===== config.mk =====
export PLATFORM = sky130hd
export DESIGN_NAME = alarm_irq_ctrl
export DESIGN_NICKNAME = d
export VERILOG_FILES = /design/src/rtl/alarm_irq_pkg.sv /design/src/rtl/alarm_regfile.sv /design/src/rtl/alarm_match.sv /design/src/rtl/alarm_seq.sv /design/src/rtl/alarm_irq_ctrl.sv
export SDC_FILE = /design/constraint.sdc
export NUM_CORES = 1
export LEC_CHECK = 0
export ABC_CLOCK_PERIOD_IN_PS = 3200
export BUFFER_PORTS_ARGS = -buffer_cell sky130_fd_sc_hd__clkbuf_2
export CAP_MARGIN = 5
export CORE_UTILIZATION = 63
export CTS_CLUSTER_DIAMETER = 120
export CTS_CLUSTER_SIZE = 14
export DETAILED_ROUTE_END_ITERATION = 10
export PLACE_DENSITY_LB_ADDON = 0.3
export SYNTH_ARGS = -nofsm -noshare
export SYNTH_HDL_FRONTEND = slang
export SYNTH_SLANG_ARGS = --single-unit

===== constraint.sdc =====
create_clock -name clk -period 3.2 [get_ports clk]
set_input_delay 0.48 -clock clk [delete_from_list [all_inputs] [get_ports clk]]
set_output_delay 0.48 -clock clk [all_outputs]
set_load 0.02 [all_outputs]

===== src/rtl/alarm_irq_pkg.sv =====
package alarm_irq_pkg;

    localparam int NUM_ALM    = 2;
    localparam int NUM_FIELDS = 4;
    localparam int BYTE_W     = 8;

    // 7-bit register offsets; bit 7 of the bus address selects write
    localparam logic [6:0] ALM_BASE  = 7'h07;
    localparam logic [6:0] CTRL_OFS  = 7'h0F;
    localparam logic [6:0] STAT_OFS  = 7'h10;

    typedef enum logic [1:0] {
        ST_HALT = 2'd0,
        ST_WAIT = 2'd1,
        ST_EVAL = 2'd2
    } seq_state_t;

    typedef struct packed {
        logic stop;
        logic lock;
        logic route_split;
        logic en1;
        logic en0;
    } ctrl_t;

    typedef logic [NUM_FIELDS-1:0][BYTE_W-1:0]              tod_t;
    typedef logic [NUM_ALM-1:0][NUM_FIELDS-1:0][BYTE_W-1:0] alarm_bank_t;

endpackage


===== src/rtl/alarm_regfile.sv =====
module alarm_regfile
    import alarm_irq_pkg::*;
#(
    parameter int ADDR_W = 8
) (
    input  logic              clk,
    input  logic              rst_n,
    input  logic              wr_en,
    input  logic [ADDR_W-1:0] wr_addr,
    input  logic [BYTE_W-1:0] wr_data,
    input  logic              rd_en,
    input  logic [ADDR_W-1:0] rd_addr,
    output ctrl_t             ctrl_q,
    output alarm_bank_t       alarm_q,
    output logic [NUM_ALM-1:0] acc_clr
);

    localparam int SLOTS = NUM_ALM * NUM_FIELDS;

    logic [6:0] wr_ofs;
    logic [6:0] rd_ofs;
    logic       wr_sel;
    logic       rd_sel;

    assign wr_ofs = wr_addr[6:0];
    assign rd_ofs = rd_addr[6:0];
    assign wr_sel = wr_en && wr_addr[ADDR_W-1];
    assign rd_sel = rd_en && !rd_addr[ADDR_W-1];

    // per-alarm access detection, independent of write-lock
    genvar ga;
    generate
        for (ga = 0; ga < NUM_ALM; ga++) begin : g_acc
            localparam logic [6:0] LO = ALM_BASE + 7'(ga * NUM_FIELDS);
            localparam logic [6:0] HI = LO + 7'(NUM_FIELDS - 1);
            assign acc_clr[ga] = (wr_sel && wr_ofs >= LO && wr_ofs <= HI) ||
                                 (rd_sel && rd_ofs >= LO && rd_ofs <= HI);
        end
    endgenerate

    // control register
    always_ff @(posedge clk or negedge rst_n) begin
        if (!rst_n) begin
            ctrl_q <= '{stop: 1'b1, lock: 1'b1, route_split: 1'b0, en1: 1'b0, en0: 1'b0};
        end else if (wr_sel && wr_ofs == CTRL_OFS) begin
            ctrl_q.lock <= wr_data[6];
            if (!ctrl_q.lock) begin
                ctrl_q.stop        <= wr_data[7];
                ctrl_q.route_split <= wr_data[2];
                ctrl_q.en1         <= wr_data[1];
                ctrl_q.en0         <= wr_data[0];
            end
        end
    end

    // alarm byte storage
    genvar gs;
    generate
        for (gs = 0; gs < SLOTS; gs++) begin : g_slot
            localparam int AI = gs / NUM_FIELDS;
            localparam int FI = gs % NUM_FIELDS;
            localparam logic [6:0] OFS = ALM_BASE + 7'(gs);
            always_ff @(posedge clk or negedge rst_n) begin
                if (!rst_n) begin
                    alarm_q[AI][FI] <= '0;
                end else if (wr_sel && wr_ofs == OFS && !ctrl_q.lock) begin
                    alarm_q[AI][FI] <= wr_data;
                end
            end
        end
    endgenerate

    AST_LOCK_HOLDS_ALARMS: assert property (@(posedge clk) disable iff (!rst_n)
        ctrl_q.lock |=> $stable(alarm_q)) else $error("lock violated");
    AST_LOCK_HOLDS_CTRL: assert property (@(posedge clk) disable iff (!rst_n)
        ctrl_q.lock |=> (ctrl_q.stop == $past(ctrl_q.stop) &&
                         ctrl_q.route_split == $past(ctrl_q.route_split) &&
                         ctrl_q.en1 == $past(ctrl_q.en1) &&
                         ctrl_q.en0 == $past(ctrl_q.en0))) else $error("ctrl lock violated");

endmodule


===== src/rtl/alarm_match.sv =====
module alarm_match
    import alarm_irq_pkg::*;
(
    input  logic               clk,
    input  logic               rst_n,
    input  alarm_bank_t        alarm_q,
    input  tod_t               cap_time,
    output logic [NUM_ALM-1:0] hit
);

    genvar ga, gf;
    generate
        for (ga = 0; ga < NUM_ALM; ga++) begin : g_alm
            logic [NUM_FIELDS-1:0] field_ok;
            logic [NUM_FIELDS-1:0] mask_bits;
            for (gf = 0; gf < NUM_FIELDS; gf++) begin : g_fld
                assign mask_bits[gf] = alarm_q[ga][gf][BYTE_W-1];
                assign field_ok[gf]  = mask_bits[gf] ||
                    (alarm_q[ga][gf][BYTE_W-2:0] == cap_time[gf][BYTE_W-2:0]);
            end
            assign hit[ga] = &field_ok;

            AST_ALL_MASKED_HIT: assert property (@(posedge clk) disable iff (!rst_n)
                (&mask_bits) |-> hit[ga]) else $error("masked miss");
        end
    endgenerate

endmodule


===== src/rtl/alarm_seq.sv =====
module alarm_seq
    import alarm_irq_pkg::*;
(
    input  logic               clk,
    input  logic               rst_n,
    input  logic               stop,
    input  logic               tick,
    input  tod_t               time_in,
    input  logic [NUM_ALM-1:0] hit,
    input  logic [NUM_ALM-1:0] acc_clr,
    output tod_t               cap_time,
    output logic [NUM_ALM-1:0] flags_q
);

    seq_state_t state_q, state_d;
    logic               accept;
    logic               eval_now;
    logic [NUM_ALM-1:0] flags_d;

    assign accept = tick && !stop;

    // state register
    always_ff @(posedge clk or negedge rst_n) begin
        if (!rst_n) state_q <= ST_HALT;
        else        state_q <= state_d;
    end

    // next state
    always_comb begin
        state_d = state_q;
        unique case (state_q)
            ST_HALT: if (!stop) state_d = tick ? ST_EVAL : ST_WAIT;
            ST_WAIT: begin
                if (stop)      state_d = ST_HALT;
                else if (tick) state_d = ST_EVAL;
            end
            ST_EVAL: begin
                if (stop)      state_d = ST_HALT;
                else if (tick) state_d = ST_EVAL;
                else           state_d = ST_WAIT;
            end
            default: state_d = ST_HALT;
        endcase
    end

    // outputs: evaluation strobe and flag update
    always_comb begin
        eval_now = (state_q == ST_EVAL);
        for (int i = 0; i < NUM_ALM; i++) begin
            flags_d[i] = (eval_now && hit[i]) || (flags_q[i] && !acc_clr[i]);
        end
    end

    always_ff @(posedge clk or negedge rst_n) begin
        if (!rst_n) begin
            cap_time <= '0;
            flags_q  <= '0;
        end else begin
            if (accept) cap_time <= time_in;
            flags_q <= flags_d;
        end
    end

    AST_RISE_ONLY_FROM_EVAL: assert property (@(posedge clk) disable iff (!rst_n)
        (state_q != ST_EVAL) |=> ((flags_q & ~$past(flags_q)) == '0)) else $error("early set");
    AST_STOP_FORCES_HALT: assert property (@(posedge clk) disable iff (!rst_n)
        stop |=> (state_q == ST_HALT)) else $error("not halted");
    AST_CLEAR_TAKES: assert property (@(posedge clk) disable iff (!rst_n)
        (acc_clr[0] && !(state_q == ST_EVAL && hit[0])) |=> !flags_q[0]) else $error("no clear");

endmodule


===== src/rtl/alarm_irq_ctrl.sv =====
module alarm_irq_ctrl
    import alarm_irq_pkg::*;
#(
    parameter int ADDR_W = 8
) (
    input  logic              clk,
    input  logic              rst_n,
    input  logic              wr_en,
    input  logic [ADDR_W-1:0] wr_addr,
    input  logic [7:0]        wr_data,
    input  logic              rd_en,
    input  logic [ADDR_W-1:0] rd_addr,
    output logic [7:0]        rd_data,
    input  logic              sec_tick,
    input  logic [7:0]        time_sec,
    input  logic [7:0]        time_min,
    input  logic [7:0]        time_hr,
    input  logic [7:0]        time_day,
    output logic              int0_n,
    output logic              int1_n
);

    localparam int SLOTS = NUM_ALM * NUM_FIELDS;

    ctrl_t              ctrl_q;
    alarm_bank_t        alarm_q;
    logic [NUM_ALM-1:0] acc_clr;
    logic [NUM_ALM-1:0] hit;
    logic [NUM_ALM-1:0] flags_q;
    tod_t               cap_time;
    tod_t               time_in;
    logic               req0_en;
    logic               req1_en;

    assign time_in = {time_day, time_hr, time_min, time_sec};

    alarm_regfile #(.ADDR_W(ADDR_W)) u_regs (
        .clk     (clk),
        .rst_n   (rst_n),
        .wr_en   (wr_en),
        .wr_addr (wr_addr),
        .wr_data (wr_data),
        .rd_en   (rd_en),
        .rd_addr (rd_addr),
        .ctrl_q  (ctrl_q),
        .alarm_q (alarm_q),
        .acc_clr (acc_clr)
    );

    alarm_match u_match (
        .clk      (clk),
        .rst_n    (rst_n),
        .alarm_q  (alarm_q),
        .cap_time (cap_time),
        .hit      (hit)
    );

    alarm_seq u_seq (
        .clk      (clk),
        .rst_n    (rst_n),
        .stop     (ctrl_q.stop),
        .tick     (sec_tick),
        .time_in  (time_in),
        .hit      (hit),
        .acc_clr  (acc_clr),
        .cap_time (cap_time),
        .flags_q  (flags_q)
    );

    // interrupt routing
    assign req0_en = flags_q[0] && ctrl_q.en0;
    assign req1_en = flags_q[1] && ctrl_q.en1;
    assign int0_n  = !(ctrl_q.route_split ? req0_en : (req0_en || req1_en));
    assign int1_n  = !(ctrl_q.route_split && req1_en);

    // read mux
    always_comb begin
        rd_data = '0;
        if (!rd_addr[ADDR_W-1]) begin
            if (rd_addr[6:0] == CTRL_OFS) begin
                rd_data = {ctrl_q.stop, ctrl_q.lock, 3'b000,
                           ctrl_q.route_split, ctrl_q.en1, ctrl_q.en0};
            end else if (rd_addr[6:0] == STAT_OFS) begin
                rd_data = {6'b0, flags_q};
            end else begin
                for (int s = 0; s < SLOTS; s++) begin
                    if (rd_addr[6:0] == ALM_BASE + 7'(s))
                        rd_data = alarm_q[s / NUM_FIELDS][s % NUM_FIELDS];
                end
            end
        end
    end

    AST_INT1_IDLE_MERGED: assert property (@(posedge clk) disable iff (!rst_n)
        !ctrl_q.route_split |-> int1_n) else $error("int1 active merged");
    AST_NO_ENABLE_NO_PIN: assert property (@(posedge clk) disable iff (!rst_n)
        (!ctrl_q.en0 && !ctrl_q.en1) |-> (int0_n && int1_n)) else $error("gated pin");
    AST_STATUS_PAD_ZERO: assert property (@(posedge clk) disable iff (!rst_n)
        (rd_addr == {1'b0, STAT_OFS}) |-> (rd_data[7:2] == 6'b0)) else $error("status pad");
    AST_ROUTE_SPLIT_INT0: assert property (@(posedge clk) disable iff (!rst_n)
        (ctrl_q.route_split && !flags_q[0]) |-> int0_n) else $error("split int0");

endmodule


; After elaboration in Yosys (flattened, before gate mapping)
; Index checks and enable logic that the tools add are counted.
[totals]
register_bits = 101
output_inout_bits = 10
word_cells = 137
[classes]
n_lt_le_gt_ge = 8
n_eq_ne = 31
mux = 18
bitwise = 1
reduce_logical = 60
[op_table]
columns = operator, count
row1 = $eq 7x4->1 const B, 16
row2 = $mux 8, 11
row3 = $eq 7x7->1, 8
row4 = $logic_and 1x1->1, 35
row5 = $le 7x4->1 const B, 4
row6 = $eq 7x3->1 const B, 2
row7 = $ge 7x3->1 const B, 2
row8 = $ge 7x4->1 const B, 2
row9 = $logic_or 1x1->1, 13
row10 = $mux 2, 5
row11 = $reduce_and 4->1, 2
row12 = $eq 7x5->1 const B, 1
row13 = $logic_not 1->1, 7
row14 = $pmux 2 s3, 1
row15 = $reduce_and 2->1, 2
row16 = $ne 3x3->1 const B, 1
row17 = $eq 2x1->1 const B, 1
row18 = $eq 2x2->1 const B, 1
row19 = $logic_not 2->1, 1
row20 = $ne 2x2->1 const B, 1
row21 = $mux 1, 1
row22 = $not 1->1, 1

; Depth between registers and ports, before layout
[depth]
depth_word = 12
mapped_depth = 7
mapped_depth_nobuf = 5

; Hierarchy
; A second synthesis with hierarchy kept.
[hier_totals]
hier_cells = 503
hier_area_um2 = 5969.5
[modules_own_cells]
columns = module, n_inst, cells_each, area_per_inst_um2, seq_area_each_um2
row1 = alarm_regfile, 1, 179, 2839.0, 1729.2
row2 = alarm_seq, 1, 80, 1501.4, 900.9
row3 = alarm_irq_ctrl, 1, 170, 1006.0, 0.0
row4 = alarm_match, 1, 74, 623.1, 0.0

; Least setup slack after synthesis
; No wires, ideal clock.
[synth_timing]
kind = input port to output port
startpoint = input rd_addr[5]
endpoint = output rd_data[2]
arrival_time_ns = 1.974
required_ns = 2.720
path_slack_ns = 0.746
cell_stages = 6
n_path_buf = 2
path_cell_list = nor3_2 > and3_1 > buf_4 > buf_4 > o311ai_0 > a211oi_1
[synth_via]
elab_chain_cells = 12
[synth_rtl]
columns = element, line_no
row1 = "start, declared", alarm_irq_ctrl.sv:12  ; input logic [ADDR_W-1:0] rd_addr,
row2 = $eq 7x3->1, alarm_irq_ctrl.sv:87  ; if (rd_addr[6:0] == ALM_BASE + 7'(s))
row3 = $mux 8 (8 in series), alarm_irq_ctrl.sv:87
row4 = $mux 8, alarm_irq_ctrl.sv:83  ; end else if (rd_addr[6:0] == STAT_OFS) begin
row5 = $mux 8 *, alarm_irq_ctrl.sv:80  ; if (rd_addr[6:0] == CTRL_OFS) begin
row6 = $mux 8 *, alarm_irq_ctrl.sv:79  ; if (!rd_addr[ADDR_W-1]) begin
row7 = "end, declared", alarm_irq_ctrl.sv:13  ; output logic [7:0] rd_data,
; Mark *: on every way between the ends. The rest lies on a longest branch, timed or not.

; Final worst setup path
[layout_timing]
startpoint = input rd_addr[4]
endpoint = output rd_data[2]
; The elaborated chain is that of the path after synthesis.

==> results.md <==
* Final HPWL from detailed placement at slightly above 10 mm
* Worst path cell trace: clkbuf_2, nor3_2, and3_1, and3_1, a21oi_1, a211oi_1, clkbuf_2
* Max Fanout on Critical Path at 17
* Share of final-layout standard cells stronger than drive strength 1 at 0.3931
* Clock tree buffer depth at 2
* Final hold violation count at 0
* Synth async-reset ratio at 1.000
* Worst hold-check path type: in2reg
* Pwr/cell area at approximately 430 nW/um2
* TritonCTS clock tree: yes
* Number of setup buffers added after CTS at 0
* Buf+Inv Stages, Crit Path at 2
* Setup clock skew after layout at approximately 0.016 ns
* Remaining global-route overflow at 0
* Number of inserted diodes at 0
* Dominant cells by area after synthesis: sky130_fd_sc_hd__dfrtp_1 (46%), sky130_fd_sc_hd__mux2_2 (19%), sky130_fd_sc_hd__xnor2_1 (4.7%)
* Multi-input gate area at between 2000 and 3000 um2
* Reg2Reg Setup Slack at approximately 1.2 ns
* Routed via count at ~4.0k
* Aggregate routed wire length at approximately 14 mm
* Ratio of final minimum period to clock period at 0.8567
* Fraction of the yosys area taken by sequential cells at 0.4647
* Number of buffers added on ports at 66
* Final routed wire length divided by cell count at about 22 um
* Via density per instance at approximately 6.4
* Category of the most critical setup path: in2out
* Die Footprint at ~9000 um2
* Final Hold Slack at about 0.26 ns
* Clock transition time at the flip-flop clock pins of the worst setup and hold paths at approximately 0.1 ns
* Final worst slack at ~0.46 ns
* Syn Nets at 509
* Worst setup EP type: output port
* DR pass1 iterations at 6
* Number of enable flip-flop cells after synthesis at 0
* CTS Buf Count at 9
* Worst-path cell with the longest stage delay: sky130_fd_sc_hd__and3_1
* Result of the run: finished clean
* CTS hold repair buffers at 0
* Synthesis-to-finish area growth at 11.03%
* Minimum setup slack after placement at 0.5283 ns
* Count of nets left with antenna violations after detail routing at 0
* Number of setup violations in the final report at 0
* Floorplan core area at between 8000 and 9000 um2
* CP max stage delay at roughly 0.58 ns
* Count of filler cells inserted in the layout at roughly 610
* P_leak at approximately 0.0028 uW
* Fraction of post-synthesis cell area in the top cell type by area at 0.4551
* Number of nets in the layout at around 580
* Post-route DRC violation count at 0
* Vertical extent of the die at about 95 um
* Number of global-route vias before repair at a little under 4k
* Worst-case headroom to the max-slew limit at 0.3060
* Largest net degree at the start of global routing at between 80 and 90
* Final weighted congestion in routability-driven placement at between 0.9 and 1
* Mapped cell area at around 5400 um2
* H-tree depth reported by CTS at 3
* Mean area per synthesized cell at 12.15 um2
* Worst Hold Path EP: u_seq.state_q[0]
* Number of top-level design ports at 71
* Number of sinks handled by clock tree synthesis at 101
* Number of warnings issued by yosys at 0
* Unrepaired setup endpoints after global routing: no
* CP Data Required Time at roughly 2.7 ns
* Peak supply drop at roughly 0.36 mV
* Startpoint Class: input port
* Number of design-rule violations left by the first detailed-router iteration at 297
* Library cells used by synthesis at 55
* Area used by sequential logic in the layout at 2530 um2
* Number of max-slew violations in the final report at 0
* Slew @ Worst Pin at 1.041 ns
* Post-synth top area cell: sky130_fd_sc_hd__dfrtp_1
* Resized cells post-CTS at 0
* Startpoint of the worst-slack reg-to-reg timing path: u_regs.alarm_q[24]
* Setup TNS Final at 0 ns
* Standard-cell row count at 33
* Leading register cell type out of synthesis: sky130_fd_sc_hd__dfrtp_1
* Max Fclk at 364.8 MHz
* Crit path arrival time at around 2.3 ns
* Clk Tree Root Cell: sky130_fd_sc_hd__clkbuf_8
* Synth Register Bits at about 100
* Cell type group with the largest total delay on the critical path: simple AND/OR/NAND/NOR gates
* Clock period minus final worst setup slack at approximately 2.7 ns
* Worst-Skew Late Latency at approximately 0.37 ns
* Number of max-capacitance violations reported at 0
* GRT Overall Usage at 0.3314
* Post-synthesis instance total at 448
* Initial antenna violation count at 0
* Beginning of the worst hold path: sec_tick
* Worst reg2reg path depth at 5
* Overall die width at about 95 um
* Starting density of the core at 0.6560
* Cell count of the worst hold path at 2
* Global-route wire length before repair at ~21 mm
* Worst reg2reg endpoint: u_seq.flags_q[0]
worst max-delay path by stage:
stage / startpoint / endpoint / slack, ns / cells past startpoint
global placement: rd_addr[5] / rd_data[2] / 0.54 / 7
floorplan: rd_addr[5] / rd_data[2] / 0.75 / 6
detailed placement: rd_addr[4] / rd_data[2] / 0.53 / 7
global route: rd_addr[4] / rd_data[2] / 0.37 / 7
CTS: rd_addr[4] / rd_data[2] / 0.50 / 7
finish: rd_addr[4] / rd_data[2] / 0.46 / 7
metrics by stage:
step / utilization / std cells / area [um2] / power [uW]
CTS: 0.7283 / 624 / 6045 / 2604
detailed placement: 0.7065 / 608 / 5863 / 1850
global route: 0.7283 / 624 / 6045 / 2702
floorplan: - / 448 / 5444 / 1691
finish: 0.7283 / 624 / 6045 / 2601
global placement: 0.7065 / 608 / 5863 / 1832
sequential cells by signal, indices dropped and copies added (netlist names):
name            count
u_seq.flags_q       2
u_seq.state_q       2
u_regs.ctrl_q       5
u_regs.alarm_q     64
u_seq.cap_time     28
kinds of logic (layout without fill, tap and decap cells):
family	count (synthesis)	in the layout	synth area share
mux	105	105	0.2257
simple gates	103	103	0.1151
flops	101	101	0.4647
compound gates	62	62	0.08205
xor+xnor	58	58	0.09331
buf+inv	19	90	0.01907
report_power, final:
group	switching, uW	total (uW)	internal [uW]
combinational	175	360	186
sequential	108	1470	1360
clock	477	771	294
total	759	2600	1840
routing by layer:
layer / vias up / global-route usage / share of wire
met1: 2002 / 0.4388 / 0.41
met4: 0 / 0.1578 / 0.043
met5: - / 0 / 0
li1: 1792 / - / -
met3: 37 / 0.06683 / 0.074
met2: 190 / 0.5228 / 0.47
layout make-up:
class | instances | share of cell area
multi-input combinational | 328 | 0.4653
sequential | 101 | 0.4185
timing repair buffer | 73 | 0.06375
tap | 105 | 0.02173
clock buffer | 9 | 0.02049
clock inverter | 7 | 0.009522
inverter | 1 | 0.0006210
layout by cell type, fill, tap and decap left out, types with 7 or more instances in the layout:
| cell type | count |
|---|---|
| sky130_fd_sc_hd__nand2_1 | 17 |
| sky130_fd_sc_hd__xor2_1 | 29 |
| sky130_fd_sc_hd__xnor2_1 | 29 |
| sky130_fd_sc_hd__mux2_2 | 90 |
| sky130_fd_sc_hd__nand4_1 | 7 |
| sky130_fd_sc_hd__nor4_1 | 9 |
| sky130_fd_sc_hd__a21oi_1 | 12 |
| sky130_fd_sc_hd__nand2b_1 | 9 |
| sky130_fd_sc_hd__clkbuf_8 | 9 |
| sky130_fd_sc_hd__o22ai_1 | 7 |
| sky130_fd_sc_hd__buf_4 | 8 |
| sky130_fd_sc_hd__mux2_4 | 8 |
| sky130_fd_sc_hd__clkbuf_2 | 65 |
| sky130_fd_sc_hd__dfrtp_1 | 99 |
| sky130_fd_sc_hd__nand3_1 | 10 |
| sky130_fd_sc_hd__nor2_1 | 15 |
Yosys cell counts (all sizes together), types with 6 or more instances:
| cell | count |
|---|---|
| dfrtp | 99 |
| buf | 14 |
| nand2 | 18 |
| nand4 | 7 |
| nand3 | 10 |
| nor2 | 20 |
| nor2b | 6 |
| nand2b | 9 |
| xnor2 | 29 |
| mux2 | 98 |
| a21oi | 12 |
| o22ai | 7 |
| o21ai | 6 |
| xor2 | 29 |
| nor4 | 9 |
Power figures use the tool's default switching activity.
